File: config.mk
export PLATFORM = sky130hd
export DESIGN_NAME = mmap_read_window
export DESIGN_NICKNAME = d
export VERILOG_FILES = /design/src/rtl/mrw_pkg.sv /design/src/rtl/mrw_range.sv /design/src/rtl/mrw_timeout.sv /design/src/rtl/mmap_read_window.sv
export SDC_FILE = /design/constraint.sdc
export NUM_CORES = 1
export LEC_CHECK = 0
export BUFFER_PORTS_ARGS = -buffer_cell sky130_fd_sc_hd__buf_2
export CORE_MARGIN = 5
export CORE_UTILIZATION = 35
export CTS_BUF_LIST = sky130_fd_sc_hd__clkbuf_2 sky130_fd_sc_hd__clkbuf_4 sky130_fd_sc_hd__clkbuf_8
export DETAILED_ROUTE_END_ITERATION = 16
export GPL_ROUTABILITY_DRIVEN = 1
export GPL_TIMING_DRIVEN = 1
export SYNTH_ARGS = -nofsm -noshare
export SYNTH_HDL_FRONTEND = slang
export SYNTH_SLANG_ARGS = --single-unit
File: constraint.sdc
create_clock -name clk -period 3.59 [get_ports clk]
set_input_delay 0.5385 -clock clk [delete_from_list [all_inputs] [get_ports clk]]
set_output_delay 0.5385 -clock clk [all_outputs]
set_load 0.02 [all_outputs]
File: src/rtl/mrw_pkg.sv
package mrw_pkg;
  // outcome of one accepted read
  typedef enum logic [1:0] {
    RD_ERROR  = 2'd0,
    RD_OPEN   = 2'd1,
    RD_CONT   = 2'd2,
    RD_REOPEN = 2'd3
  } rd_kind_t;
endpackage

File: src/rtl/mrw_range.sv
module mrw_range #(
  parameter int ADDR_W = 28,
  parameter int SIZE_W = 5
) (
  input  logic [ADDR_W-1:0] addr,
  input  logic [SIZE_W-1:0] fsize,
  output logic              in_range
);
  localparam int NB_W = SIZE_W + 1;
  logic [NB_W-1:0] nbits;

  assign nbits = {1'b0, fsize} + {{(NB_W-1){1'b0}}, 1'b1};

  // any set bit at or above the decoded width is out of range;
  // the port width itself caps the window
  always_comb begin
    in_range = 1'b1;
    for (int i = 0; i < ADDR_W; i++) begin
      if ((i >= int'(nbits)) && addr[i]) in_range = 1'b0;
    end
  end
endmodule

File: src/rtl/mrw_timeout.sv
module mrw_timeout #(
  parameter int TMO_W = 16
) (
  input  logic             clk,
  input  logic             rst,
  input  logic             arm,
  input  logic             reload,
  input  logic [TMO_W-1:0] period,
  output logic             expire
);
  logic [TMO_W-1:0] cnt;

  assign expire = arm && !reload && (cnt == period);

  always_ff @(posedge clk) begin
    if (rst || reload || !arm || expire) cnt <= '0;
    else                                 cnt <= cnt + {{(TMO_W-1){1'b0}}, 1'b1};
  end
endmodule

File: src/rtl/mmap_read_window.sv
module mmap_read_window
  import mrw_pkg::*;
#(
  parameter int ADDR_W = 28,
  parameter int SIZE_W = 5,
  parameter int TMO_W  = 16
) (
  input  logic              clk,
  input  logic              rst,
  input  logic              enable,
  input  logic              rd_req,
  input  logic [ADDR_W-1:0] rd_addr,
  input  logic [SIZE_W-1:0] flash_size,
  input  logic [TMO_W-1:0]  tmo_period,
  input  logic              tmo_en,
  input  logic              buf_full,
  output logic              rd_done,
  output logic              rd_err,
  output logic              frm_start,
  output logic              frm_cont,
  output logic              frm_stop,
  output logic [ADDR_W-1:0] frm_addr,
  output logic              cs_active,
  output logic              tmo_flag,
  output logic              xfer_err_flag
);
  localparam logic [ADDR_W-1:0] ONE = {{(ADDR_W-1){1'b0}}, 1'b1};

  logic              accept, in_range, expire, arm, reload;
  logic [ADDR_W-1:0] last_addr, next_addr;
  rd_kind_t          kind;

  assign accept    = enable && rd_req;
  assign next_addr = last_addr + ONE;
  assign arm       = enable && tmo_en && cs_active && buf_full;
  assign reload    = accept || !buf_full;

  mrw_range #(.ADDR_W(ADDR_W), .SIZE_W(SIZE_W)) range_i (
    .addr(rd_addr), .fsize(flash_size), .in_range(in_range)
  );

  mrw_timeout #(.TMO_W(TMO_W)) tmo_i (
    .clk(clk), .rst(rst), .arm(arm), .reload(reload),
    .period(tmo_period), .expire(expire)
  );

  // continuation decision
  always_comb begin
    if (!in_range)                               kind = RD_ERROR;
    else if (!cs_active)                         kind = RD_OPEN;
    else if (rd_addr == next_addr)               kind = RD_CONT;
    else                                         kind = RD_REOPEN;
  end

  always_ff @(posedge clk) begin
    if (rst) begin
      rd_done <= 1'b0; rd_err <= 1'b0;
      frm_start <= 1'b0; frm_cont <= 1'b0; frm_stop <= 1'b0;
      frm_addr <= '0; last_addr <= '0;
      cs_active <= 1'b0; tmo_flag <= 1'b0; xfer_err_flag <= 1'b0;
    end else begin
      rd_done <= 1'b0; rd_err <= 1'b0;
      frm_start <= 1'b0; frm_cont <= 1'b0; frm_stop <= 1'b0;
      if (!enable) begin
        frm_stop      <= cs_active;
        cs_active     <= 1'b0;
        tmo_flag      <= 1'b0;
        xfer_err_flag <= 1'b0;
      end else if (accept) begin
        rd_done <= 1'b1;
        case (kind)
          RD_ERROR: begin
            rd_err        <= 1'b1;
            xfer_err_flag <= 1'b1;
          end
          RD_CONT: begin
            frm_cont  <= 1'b1;
            frm_addr  <= rd_addr;
            last_addr <= rd_addr;
          end
          default: begin
            frm_stop  <= (kind == RD_REOPEN);
            frm_start <= 1'b1;
            cs_active <= 1'b1;
            frm_addr  <= rd_addr;
            last_addr <= rd_addr;
          end
        endcase
      end else if (expire) begin
        frm_stop  <= 1'b1;
        cs_active <= 1'b0;
        tmo_flag  <= 1'b1;
      end
    end
  end


  cont_excl_start_chk: assert property (@(posedge clk) disable iff (rst)
    !(frm_cont && (frm_start || frm_stop)));

  err_no_frame_chk: assert property (@(posedge clk) disable iff (rst)
    rd_err |-> !(frm_start || frm_cont) && rd_done);

  tmo_sticky_chk: assert property (@(posedge clk) disable iff (rst)
    (tmo_flag && enable) |=> tmo_flag);

  tmo_release_chk: assert property (@(posedge clk) disable iff (rst)
    $rose(tmo_flag) |-> (frm_stop && !cs_active));

  hold_when_off_chk: assert property (@(posedge clk) disable iff (rst)
    (cs_active && enable && !tmo_en) |=> cs_active);

  done_needs_req_chk: assert property (@(posedge clk) disable iff (rst)
    rd_done |-> $past(rd_req && enable));
endmodule

==> run_results.csv <==
group,metric,value,unit
drt,first_iter_violations,151,
timing,setup_slack,0.6072,ns
cts,post_cts_buffers,0,
die,die_x,113.1,um
power_and_ir_drop,ir_worst_vdd,0.2683,mV
setup_path,startpoint,"last_addr[0]",
final_layout,final_cell_mix,"90 x buf_2, 63 x nor2_1, 52 x dfxtp_1",
cts,cts_tree,"yes",
cts,path_clk_slew,0.10,ns
logic_synthesis,synth.top_cell.area_share,0.2797,
setup_path,cp-end-kind,"register",
timing,setup_viol,0,
timing,tns,0,ns
final_layout,antenna_cells,0,
global_routing,grt_pass1_vias,3360,
placement,gp_congestion,0.8803,
setup_path,cpMaxStageDelayCell,"dfxtp_1",
timing,maxSlewHeadroom,0.5438,
final_layout,fillers,1070,
final_layout,area_delta_synth_final,17.68,%
cts,hold_buffers,0,
setup_path,worst_ep_arrival_time,3.17,ns
setup_path,r2r_slack,0.61,ns
global_routing,grt_first_pass_wirelength,16.80,mm
timing,min_period_over_period,0.8309,
setup_path,slowest_delay,0.49,ns
logic_synthesis,synth_largest_area_cell,"dfxtp_1",
run,cap_viol_max_count,0,
setup_path,crit_type,"register to register",
logic_synthesis,synth.distinct_cells,67,
drt,wl_per_cell,15.79,um
cts,cts_inserted_buffers,5,
timing,drv_slew,0,
setup_path,cp_top_family,"simple AND/OR/NAND/NOR gates",
power_and_ir_drop,power.density,281.6,nW/um2
logic_synthesis,syn_inst,444,
cts,clk_latency,0.30,ns
cts,post_cts_resized,0,
final_layout,utilization,0.4224,
drt,drt-total-wl,10.44,mm
die,dieArea,12800,um2
timing,fin_crit,2.983,ns
logic_synthesis,synth_edf_count,0,
logic_synthesis,ys_seq_area_frac,0.2797,
cts,htreeDepth,2,
cts,cts-root-buf,"clkbuf_8",
setup_path,rr_worst_depth,8,
hold_path,holdPathStages,2,
setup_path,worstPathCellList,"ha_1, nand3_1, or4_1, o31ai_1, nand4_1, nor4_2, nor3_2, a211o_1",
drt,drc,0,
timing,rsz0062_at_grt,"no",
logic_synthesis,syn_area,3722,um2
power_and_ir_drop,power,0.001234,W
final_layout,drive_gt1_frac,0.2248,
logic_synthesis,synth_area_per_cell,8.384,um2
setup_path,cp-endpoint,"frm_stop",
cts,clock_sinks,52,
logic_synthesis,synth_ff_type,"dfxtp_1",
die,die_h,113.1,um
drt,vias,3511,
setup_path,required,3.78,ns
timing,fmax,335.3,MHz
global_routing,antenna_found_initial,0,
final_layout,mostFrequentLayoutCell,"buf_2",
die,core,10370,um2
setup_path,critPathMaxFanout,7,
hold_path,hp-class,"register to register",
die,ios,91,
final_layout,fin_nets,585,
setup_path,cp-start-kind,"register",
setup_path,r2r_start,"last_addr[0]",
die,rows,37,
timing,hold_violations,0,
logic_synthesis,ys_ff_latch,52,
logic_synthesis,async_reset_ff_frac,0,
cts,clk_path_buf_depth,2,
run_status,status,"finished clean",
logic_synthesis,yosysWarnings,0,
setup_path,cp.buffers_inverters,0,
logic_synthesis,ys_top_cells_by_area,"dfxtp_1 28%, xnor2_1 9.9%, mux2i_1 8.3%",
placement,hpwlAfterDp,8.375,mm
timing,fin_hold_ws,0.4832,ns
timing,finalClockSkew,0.01417,ns
global_routing,overflow,0,
placement,post-place-ws,0.4409,ns
setup_path,cp_num_cells,8,
die,initial_core_util,0.3590,
global_routing,grt_max_degree,36,
power_and_ir_drop,leakagePower,1.966,nW
drt,firstDrtPassIters,4,
drt,viasPerCell,5.312,
logic_synthesis,syn_nets,504,
placement,io_buffers,90,
global_routing,grt_use_total,0.1593,
timing,worst_pin_slew,0.6844,ns
drt,drtAntennaViolNets,0,
setup_path,r2r_end,"frm_stop",
-- logic make-up (layout without fill, tap and decap cells) --
| logic type | after synthesis | after routing | synth area share |
|---|---|---|---|
| adders and majority gates | 5 | 5 | 0.01681 |
| AOI/OAI and AO/OA | 63 | 63 | 0.1200 |
| xor gates and xnor gates | 74 | 74 | 0.1761 |
| buffers and inverters | 25 | 106 | 0.03563 |
| and+or+nand+nor | 193 | 193 | 0.2854 |
| muxes | 32 | 32 | 0.08639 |
| DFF | 52 | 52 | 0.2797 |
-- final cells by class --
cell class	count	area [um2]	share of cell area
Tap cell	136	170.2	0.03885
Inverter	7	26.28	0.005998
Multi-Input combinational cell	367	2549	0.5818
Clock inverter	2	60.06	0.01371
Timing Repair Buffer	92	465.4	0.1063
Sequential cell	52	1041	0.2376
Clock buffer	5	68.82	0.01571
-- synth_stat cells (all sizes together), types with 2 or more instances --
cell / instances
buf: 12
and3: 8
mux2i: 31
nand4: 17
nand2b: 6
a31o: 2
o21ai: 7
a21bo: 2
nand3: 22
nor2: 63
nor2b: 7
inv: 7
a21boi: 2
a31oi: 9
xnor2: 43
nor3b: 2
nor4: 8
o211ai: 2
nor3: 10
o31ai: 3
a21oi: 11
and2: 9
a221oi: 3
or3: 2
ha: 5
o22ai: 2
nand2: 24
xor2: 31
dfxtp: 52
o22a: 2
and4: 7
a211oi: 4
nand3b: 3
clkbuf: 6
-- stage by stage --
stage	instances	instance area, um2
after global routing	661	4380
after CTS	661	4380
final	661	4380
after global placement	654	4252
after floorplan	444	3722
after detailed placement	654	4252
-- registers in the layout (all words and copies together) (netlist names) --
name and cells:
tmo_i.cnt 16, xfer_err_flag 1, cs_active 1, frm_start 1, frm_cont 1, frm_stop 1, rd_err 1, rd_done 1
tmo_flag 1, last_addr 28
-- worst min-delay path, stage by stage (launching register included) --
cell     delay, ns
dfxtp_1       0.34
a21oi_1       0.04
nor2_1        0.07
-- worst min-delay path by stage --
stage	startpoint	end
floorplan	tmo_i.cnt[0]	tmo_i.cnt[0]
global route	rd_addr[1]	last_addr[1]
CTS	xfer_err_flag	xfer_err_flag
finish	xfer_err_flag	xfer_err_flag
detailed placement	xfer_err_flag	xfer_err_flag
global placement	xfer_err_flag	xfer_err_flag
-- report_power, final --
part	total (W)	switching [W]	internal, W	leakage [nW]
clock network	0.000469	0.000194	0.000275	0.0642
registers	0.000579	0.000000851	0.000578	0.419
logic	0.000186	0.000108	0.0000784	1.48
total	0.00123	0.000303	0.000931	1.97
-- layer usage --
| metal | wire length (um) | share of wire | up-vias | track usage |
|---|---|---|---|---|
| met2 | 4836 | 0.46 | 97 | 0.2705 |
| met4 | 228 | 0.022 | 0 | 0.04487 |
| met3 | 660 | 0.063 | 14 | 0.03583 |
| met1 | 4710 | 0.45 | 1645 | 0.2025 |
| met5 | 0 | 0 | - | 0 |
| li1 | - | - | 1755 | - |
Note: power is estimated with default switching activity, not from simulation.
